`config.mk`:
```
export PLATFORM = sky130hd
export DESIGN_NAME = ser_tx_dbuf
export DESIGN_NICKNAME = d
export VERILOG_FILES = /design/src/rtl/ser_tx_pkg.sv /design/src/rtl/ser_tx_hold.sv /design/src/rtl/ser_tx_shift.sv /design/src/rtl/ser_tx_dbuf.sv
export SDC_FILE = /design/constraint.sdc
export NUM_CORES = 1
export LEC_CHECK = 0
export BUFFER_PORTS_ARGS = -buffer_cell sky130_fd_sc_hd__buf_2
export CAP_MARGIN = 20
export CORE_UTILIZATION = 47
export DETAILED_ROUTE_END_ITERATION = 6
export PLACE_DENSITY = 0.69
export SYNTH_ARGS = -nofsm -noshare
export SYNTH_HDL_FRONTEND = slang
export SYNTH_SLANG_ARGS = --single-unit
```
`constraint.sdc`:
```
create_clock -name clk -period 2.94 [get_ports clk]
set_input_delay 0.588 -clock clk [delete_from_list [all_inputs] [get_ports clk]]
set_output_delay 0.588 -clock clk [all_outputs]
set_load 0.05 [all_outputs]
```
`src/rtl/ser_tx_pkg.sv`:
```
package ser_tx_pkg;

   typedef enum logic {
      TX_IDLE = 1'b0,
      TX_BUSY = 1'b1
   } tx_state_e;

   // bits on the line per character: start + data + stop
   function automatic int frame_bits(input int data_w);
      return data_w + 2;
   endfunction

endpackage

```
`src/rtl/ser_tx_hold.sv`:
```
module ser_tx_hold #(
   parameter int DATA_W = 8
) (
   input  logic              clk,
   input  logic              rst_n,
   input  logic              wr_en,
   input  logic [DATA_W-1:0] wr_data,
   input  logic              take,
   output logic [DATA_W-1:0] data_q,
   output logic              empty_q
);

   logic accept;

   // a write lands when the slot is free or is being vacated this cycle
   assign accept = wr_en && (empty_q || take);

   always_ff @(posedge clk) begin
      if (!rst_n) begin
         data_q  <= '0;
         empty_q <= 1'b1;
      end else if (accept) begin
         data_q  <= wr_data;
         empty_q <= 1'b0;
      end else if (take) begin
         empty_q <= 1'b1;
      end
   end

endmodule

```
`src/rtl/ser_tx_shift.sv`:
```
module ser_tx_shift
   import ser_tx_pkg::*;
#(
   parameter int DATA_W = 8
) (
   input  logic              clk,
   input  logic              rst_n,
   input  logic              tick,
   input  logic              pend,
   input  logic [DATA_W-1:0] pend_data,
   output logic              take,
   output logic              txd
);

   localparam int NBITS = frame_bits(DATA_W);
   localparam int CNT_W = $clog2(NBITS);

   tx_state_e         state;
   logic [CNT_W-1:0]  cnt;
   logic [DATA_W-1:0] sh;
   logic              last_bit;

   // cnt==0 while the stop bit is on the line
   assign last_bit = (cnt == '0);
   assign take     = tick && pend && ((state == TX_IDLE) || last_bit);

   always_ff @(posedge clk) begin
      if (!rst_n) begin
         state <= TX_IDLE;
         cnt   <= '0;
         sh    <= '1;
         txd   <= 1'b1;
      end else if (tick) begin
         if (take) begin
            sh    <= pend_data;
            txd   <= 1'b0;
            cnt   <= CNT_W'(NBITS - 1);
            state <= TX_BUSY;
         end else if (state == TX_BUSY) begin
            if (last_bit) begin
               state <= TX_IDLE;
               txd   <= 1'b1;
            end else begin
               txd <= sh[0];
               sh  <= {1'b1, sh[DATA_W-1:1]};
               cnt <= cnt - 1'b1;
            end
         end
      end
   end

endmodule

```
`src/rtl/ser_tx_dbuf.sv`:
```
module ser_tx_dbuf #(
   parameter int DATA_W = 8
) (
   input  logic              clk,
   input  logic              rst_n,
   input  logic              wr_en,
   input  logic [DATA_W-1:0] wr_data,
   output logic [DATA_W-1:0] rd_data,
   output logic              hold_empty,
   input  logic              baud_tick,
   output logic              txd
);

   generate
      if (DATA_W < 5 || DATA_W > 16) begin : g_bad_width
         $error("ser_tx_dbuf: DATA_W must lie in 5..16");
      end
   endgenerate

   logic load_pulse;

   ser_tx_hold #(.DATA_W(DATA_W)) u_hold (
      .clk     (clk),
      .rst_n   (rst_n),
      .wr_en   (wr_en),
      .wr_data (wr_data),
      .take    (load_pulse),
      .data_q  (rd_data),
      .empty_q (hold_empty)
   );

   ser_tx_shift #(.DATA_W(DATA_W)) u_shift (
      .clk       (clk),
      .rst_n     (rst_n),
      .tick      (baud_tick),
      .pend      (!hold_empty),
      .pend_data (rd_data),
      .take      (load_pulse),
      .txd       (txd)
   );

endmodule

```
==> out/qor.txt, run 1 <==
================================================================================
Post-route DRC                                                                 0
CTS sink count                                                                23
Power per cell area                                                   465 mW/mm2
Total Routing Usage GR                                                     0.201
Final-report hold violation count                                              0
Worst Clk Skew                                                       0.000718 ns
Number of DRC markers in iteration 0                                          19
Largest delay contributor family on the critical path               simple AND/OR/NAND/NOR gates
First-pass GRT wire length                                               4220 um
Total Die Area                                                       0.00285 mm2
Total placed cells including tap cells                                       174
Maximum level of the CTS H-tree                                                1
Setup repair after global routing missed its margin                           no
Antenna diode count                                                            0
Pin count of the biggest net entering global routing                          32
Leakage power                                                           0.524 nW
Maximum cell stage delay along the critical path                         0.78 ns
DP HPWL                                                                  1620 um
Post-synthesis register bit count                                             23
Worst slack after detailed placement                                    0.886 ns
Max-Slew Margin vs Limit                                                   0.434
Largest cells by area after synthesis                               dfxtp_1, mux2i_1, nand2_1, nand4b_1, o31ai_1
Hold Path Class                                                     flip-flop to flip-flop
Prevailing post-synth register cell                                      dfxtp_1
Pins Over Slew Limit                                                           0
Mean routed wirelength per cell                                          13.4 um
Post-layout utilization of the core                                        0.538
Accumulated negative setup slack                                            0 ns
Die width                                                                53.4 um
Worst IR drop on VDD                                                    0.315 mV
Warning count from the yosys run                                               0
Crit Path Class                                                     flip-flop to flip-flop
Cell at the root of the clock tree                                      clkbuf_4
Clock buffer count from CTS                                                    3
Share of flip-flops with an asynchronous set or reset                          0
Total grt overflow                                                             0
Starting density of the core                                               0.501
Number of gates resized after CTS                                              0
Number of rows in the core area                                               18
Cell-by-cell listing of the critical path                           nor2b_1 -> nor3_4 -> o221a_1
Final routed wirelength across all metal layers                          2380 um
Quantity of hold-fixing buffers added after cts                                0
PnR worst setup slack                                                    1.10 ns
Startpoint Class                                                       flip-flop
Clock-pin slew on the worst setup and hold paths                         0.12 ns
Antenna-violating nets left                                                    0
Highest Clock Rate                                                       545 MHz
Mean cell area of the mapped netlist                                    9.13 um2
Via count of the first global-routing pass                                   939
Via total after detailed routing                                           1,025
Worst path slowest cell                                                  nor2b_1
CP bufs+invs                                                                   0
Cell type contributing the most total cell area after synthesis          dfxtp_1
Die height                                                               53.4 um
Detailed-routing iteration count for the pre-antenna-repair pass               4
Buffers on Ports                                                              21
Syn nets                                                                     150
Data arrival at the endpoint of the critical path                        2.05 ns
Post-layout min period                                                   1.84 ns
Number of standard cells after synthesis                                     136
EDFF count, synth                                                              0
Top-area cell type share of the netlist area                               0.371
Clock tree from TritonCTS                                                    yes
Area added between synthesis and finish                                    7.36%
Placeable core region                                                0.00248 mm2
Ratio of routed vias to standard cells                                      5.76
Worst Setup End Kind                                                   flip-flop
Count of pins on the block boundary                                           22
Number of antenna violations at the first check in global routing              0
Number of endpoints failing setup at the final stage                           0
Buffers inserted by post-CTS timing repair                                     0
Worst EP required                                                        3.15 ns
Combined area of all synthesized cells                               0.00124 mm2
Net count of the finished layout                                             163
Worst hold-check slack                                                  0.484 ns
Max-cap violations                                                             0
Post-synthesis sequential area ratio                                       0.371
Buffer depth of the longest clock path                                         2
Final cycle utilization of the critical path                               0.625
Non-filler instance count after layout                                       178
Status                                                              finished, final reports clean
Crit-path max FO                                                              23
Fraction of final layout cells sized beyond drive strength 1               0.223
Placer Congestion                                                          0.746
Clock insertion delay at the later pin of the skew report                0.30 ns
Worst slew pin tran                                                     0.847 ns
Count of different cell masters after synthesis                               34
================================================================================
==> Yosys cell counts (3+ instances only) <==
cell and instances:
mux2i_1 8, nand4b_1 7, nand3b_1 7, a21oi_1 8, nand2_1 20, clkbuf_1 4
o31ai_1 8, buf_6 3, dfxtp_1 23, nor3_1 3, nand4_1 8, buf_2 4
nor2b_1 4, inv_1 4
==> worst reg2reg max path, cell delays in order, from the launching register on <==
cell and delay [ns]:
dfxtp_1 0.58, nor2b_1 0.78, nor3_4 0.11, o221a_1 0.27
==> layout by cell type, fill, tap and decap left out <==
cell type  count
nor3_4         1
nor2b_1        4
a21oi_2        2
nor4bb_2       2
ha_1           2
o21a_1         1
o32ai_1        1
nand4b_1       7
inv_1          4
o211a_1        1
o21ai_0        2
a21oi_1        8
buf_2         21
nand2b_1       1
a2bb2oi_2      1
clkinv_2       1
o31ai_1        8
mux2_1         1
or3b_4         1
nand2_1       20
nand3b_1       7
o211ai_1       2
clkbuf_4       3
o31a_1         1
o221a_1        1
mux2i_1        8
nor3_1         3
and3b_1        1
dfxtp_1       23
nand4_1        8
buf_4          1
nand3_1        1
==> per-layer routing <==
metal	track usage	vias to the layer above	wire length, um
li1	-	521	-
met3	0.0201	2	86
met1	0.281	478	1160
met5	0	-	0
met4	0.101	0	14
met2	0.300	24	1120
==> where the power goes <==
part	switching, mW	leakage, nW	internal (mW)
sequential	0.0161	0.188	0.328
combinational	0.0876	0.318	0.0442
clock	0.0931	0.0177	0.0507
==> worst paths after layout <==
path | depth (start not counted) | endpoint | from | slack [ns]
setup / recovery | 3 | u_shift.cnt[3] | u_shift.state | 1.10
hold / removal | 2 | u_hold.data_q[2] | u_hold.data_q[2] | 0.48
setup reg to reg | 3 | u_shift.cnt[3] | u_shift.state | 1.10
hold reg to reg | 2 | u_hold.data_q[2] | u_hold.data_q[2] | 0.48
==> area by class of cell <==
type                            instances  area (um2)
Timing Repair Buffer                   22         113
Inverter                                4        15.0
Multi-Input combinational cell         95         679
Sequential cell                        23         460
Fill cell                             239        1140
Tap cell                               30        37.5
Clock inverter                          1        5.00
Clock buffer                            3        22.5
==> cells by family after synthesis <==
kind of cell,Yosys count,synth area share
buf+inv,18,0.0867
simple gates,56,0.284
flops,23,0.371
fa+ha+maj,2,0.0202
mux,9,0.0736
compound gates,28,0.164
==> per-stage QoR <==
stage	instance area, um2	power, mW
finish	1330	0.620
global route	1330	0.660
CTS	1330	0.627
detailed placement	1310	0.483
global placement	1310	0.479
floorplan	1240	0.461
==> state kept, by name, indices dropped and copies added, names as in the netlist <==
| register | flops |
|---|---|
| u_shift.sh | 8 |
| u_hold.data_q | 8 |
| u_hold.empty_q | 1 |
| u_shift.state | 1 |
| u_shift.cnt | 4 |
| u_shift.txd | 1 |
No activity file was read; power rests on OpenSTA's default activity.
==> run 2, diff against run 1 <==
--- a/config.mk
+++ b/config.mk
@@ -5,11 +5,12 @@
 export SDC_FILE = /design/constraint.sdc
 export NUM_CORES = 1
 export LEC_CHECK = 0
+export ABC_AREA = 1
 export BUFFER_PORTS_ARGS = -buffer_cell sky130_fd_sc_hd__buf_2
 export CAP_MARGIN = 20
 export CORE_UTILIZATION = 47
 export DETAILED_ROUTE_END_ITERATION = 6
-export PLACE_DENSITY = 0.69
+export PLACE_DENSITY = 0.7
 export SYNTH_ARGS = -nofsm -noshare
 export SYNTH_HDL_FRONTEND = slang
 export SYNTH_SLANG_ARGS = --single-unit
==> constraint.sdc (replaced) <==
create_clock -name clk -period 1.9 [get_ports clk]
set_input_delay 0.38 -clock clk [delete_from_list [all_inputs] [get_ports clk]]
set_output_delay 0.38 -clock clk [all_outputs]
set_load 0.05 [all_outputs]
==> out/qor.txt, run 2 <==
================================================================================
Status                                                              finished, final reports clean
Most frequent cells in the layout                                   inv_1, nand2_1, dfxtp_1, buf_2, nand3_1
Met3 demand-to-capacity share in global routing                           0.0357   +0.0156
Final routed wirelength across all metal layers                          2130 um   -11%
Total power of the final layout                                          1.01 mW   +63%
Number of gates resized after CTS                                              0   unchanged
Post-layout min period                                                   1.46 ns   -0.376 ns
Worst min-delay path endpoint                                       u_hold.data_q[2]
Worst EP required                                                        2.09 ns   -1.06 ns
Antenna-violating nets left                                                    0   unchanged
GR Layer Usage met2                                                        0.327   +0.0268
Placer Congestion                                                          0.804   +7.8%
Total Die Area                                                       0.00261 mm2   -8.4%
Highest Clock Rate                                                       685 MHz   +26%
Starting density of the core                                               0.507   +0.00599
Pin count of the biggest net entering global routing                          23   -28%
Worst IR drop on VDD                                                    0.483 mV   +53%
Share of flip-flops with an asynchronous set or reset                          0   unchanged
Number of standard cells after synthesis                                     159   +17%
Worst slew pin tran                                                     0.397 ns   -0.450 ns
Capture point of the worst reg-to-reg path                          u_shift.sh[1]
Post-route DRC                                                                 0   unchanged
Most repeated cell in the gate-level netlist after synthesis               inv_1
Prevailing post-synth register cell                                      dfxtp_1
Worst slack after detailed placement                                    0.453 ns   -0.433 ns
First-pass GRT wire length                                               3790 um   -10%
Detailed-routing iteration count for the pre-antenna-repair pass               4   unchanged
Post-synthesis sequential area ratio                                       0.407   +0.0357
Hold wc startpoint                                                    wr_data[2]
Syn nets                                                                     173   +15%
Multi-input gate area                                                    514 um2   -24%
Most congested layer reported by global routing                             met2
Fraction of power spent switching nets                                     0.333   +0.0156
Total placed cells including tap cells                                       203   +17%
Worst Setup End Kind                                                   flip-flop
Final cycle utilization of the critical path                               0.769   +0.144
Most frequent cells after synthesis                                 inv_1, nand2_1, dfxtp_1
Buffers on Ports                                                              21   unchanged
Post-synthesis register bit count                                             23   unchanged
Top Registers                                                       u_hold.data_q (8), u_shift.sh (8), u_shift.cnt (4)
Clock buffer count from CTS                                                    3   unchanged
Total grt overflow                                                             0   unchanged
CTS sink count                                                                23   unchanged
EDFF count, synth                                                              0   unchanged
Maximum level of the CTS H-tree                                                1   unchanged
Clock tree from TritonCTS                                                    yes
PnR worst setup slack                                                   0.439 ns   -0.664 ns
Setup repair after global routing missed its margin                           no
Top-area cell type share of the netlist area                               0.407   +0.0357
Number of DRC markers in iteration 0                                          14   -5
Worst hold-check slack                                                  0.378 ns   -0.105 ns
Count of different cell masters after synthesis                               21   -38%
Clock insertion delay at the later pin of the skew report                0.31 ns   about the same
Ratio of routed vias to standard cells                                      4.89   -15%
Quantity of hold-fixing buffers added after cts                                0   unchanged
Largest cells by area after synthesis                               dfxtp_1, inv_1, nand2_1, nand3_1, o21ai_0
Count of pins on the block boundary                                           22   unchanged
FF+latch area                                                            460 um2   unchanged
Leakage power                                                           0.678 nW   +29%
Crit Path Class                                                     flip-flop to flip-flop
Number of endpoints failing setup at the final stage                           0   unchanged
Accumulated negative setup slack                                            0 ns   unchanged
Cell count of the worst reg-to-reg path                                        8   +5
Most common cell after layout, fill and taps aside                         inv_1
Post-layout utilization of the core                                        0.565   +0.0274
Crit-path max FO                                                              10   -57%
Post-route cell area                                                 0.00126 mm2   -5.3%
Cell count of the worst hold path                                              5   +3
Placeable core region                                                0.00223 mm2   -9.8%
Cell type contributing the most total cell area after synthesis          dfxtp_1
Via count of the first global-routing pass                                   891   -5.1%
Die height                                                               51.1 um   -4.3%
Worst Clk Skew                                                        0.00119 ns   +0.000468 ns
Startpoint Class                                                       flip-flop
Max-Slew Margin vs Limit                                                   0.735   +0.301
Clock group share of total power                                           0.222   -0.010
Internal Power                                                          0.674 mW   +59%
Cell at the root of the clock tree                                      clkbuf_4
Fraction of final layout cells sized beyond drive strength 1               0.196   -0.0274
Max-cap violations                                                             0   unchanged
Sequential group share of total power                                      0.540   -0.016
Fillers                                                                      231   -3.3%
Combinational power share                                                  0.239   +0.027
Hold Path Class                                                     input port to flip-flop
Via total after detailed routing                                           1,013   -1.2%
Number of antenna violations at the first check in global routing              0   unchanged
Net count of the finished layout                                             194   +19%
Met1 usage in global routing                                               0.235   -0.0457
Clock-pin slew on the worst setup and hold paths                         0.12 ns   about the same
Total Routing Usage GR                                                     0.193   -0.00824
Buffers inserted by post-CTS timing repair                                     0   unchanged
Number of rows in the core area                                               17   -1
Data arrival at the endpoint of the critical path                        1.66 ns   -0.39 ns
Buffer depth of the longest clock path                                         2   unchanged
Setup slack of the worst register-to-register path                       0.44 ns   -0.66 ns
Instance area at placement                                           0.00123 mm2   -5.4%
Area added between synthesis and finish                                    11.5%
Power per cell area                                                   800 mW/mm2   +72%
Startpoint of the lowest-slack register-to-register path            u_shift.cnt[1]
Non-filler instance count after layout                                       207   +16%
Mean cell area of the mapped netlist                                    7.12 um2   -22%
Final-report hold violation count                                              0   unchanged
Net Switching                                                           0.337 mW   +71%
Pins Over Slew Limit                                                           0   unchanged
Antenna diode count                                                            0   unchanged
Combined area of all synthesized cells                               0.00113 mm2   -8.8%
Warning count from the yosys run                                               0   unchanged
Mean routed wirelength per cell                                          10.3 um   -23%
Die width                                                                51.1 um   -4.3%
DP HPWL                                                                  1580 um   -2.4%
================================================================================
## run 2: cell types whose count changed after synthesis, sizes merged, moves of 6 or more
cell,previous run,this run
inv,4,32
nand3,1,20
o21ai,2,17
nand2,20,33
nor2,0,12
mux2i,8,0
nand4,8,0
o31ai,8,0
nand3b,7,0
nand4b,7,0
buf,9,3
## run 2: worst max-delay path by stage
stage / start / end / slack (ns) / depth (start not counted)
after floorplan: u_hold.empty_q / u_hold.data_q[4] / 0.53 / 6
after global placement: u_shift.cnt[0] / u_shift.sh[3] / 0.49 / 8
after detailed placement: u_shift.cnt[1] / u_shift.sh[1] / 0.45 / 8
after CTS: u_shift.cnt[1] / u_shift.sh[6] / 0.42 / 8
after global routing: u_shift.cnt[0] / u_shift.sh[6] / 0.28 / 8
final: u_shift.cnt[1] / u_shift.sh[1] / 0.44 / 8
## run 2: cell type report
| class | instances | area share |
|---|---|---|
| Timing Repair Buffer | 21 | 0.0833 |
| Tap cell | 28 | 0.0278 |
| Clock buffer | 3 | 0.0178 |
| Clock inverter | 1 | 0.00396 |
| Sequential cell | 23 | 0.365 |
| Inverter | 32 | 0.0951 |
| Multi-Input combinational cell | 99 | 0.407 |
## run 2: per-layer routing
layer  share of wire  routed length, um
met1            0.47               1010
met2            0.48               1020
met3           0.031                 65
met4           0.016                 34
met5               0                  0
## run 2: logic make-up after synthesis
family / Yosys count / synth area share
buffers and inverters: 37 / 0.139
DFF: 23 / 0.407
AOI/OAI and AO/OA: 31 / 0.140
adders and majority gates: 2 / 0.0221
and+or+nand+nor: 66 / 0.292
## run 2: power groups by stage
stage	registers [mW]	logic, mW	clock network (mW)
floorplan	0.612	0.137	0
global placement	0.556	0.236	0
detailed placement	0.556	0.242	0
CTS	0.546	0.243	0.233
global route	0.551	0.270	0.255
finish	0.545	0.241	0.224
## run 2: worst max-delay path: stages (launching register included)
cell and delay, ns:
dfxtp_1 0.39, inv_1 0.07, ha_1 0.21, nand3_4 0.11, nand3_2 0.18, nand2_4 0.16, inv_2 0.09, nand2_1 0.08
nand3_1 0.07
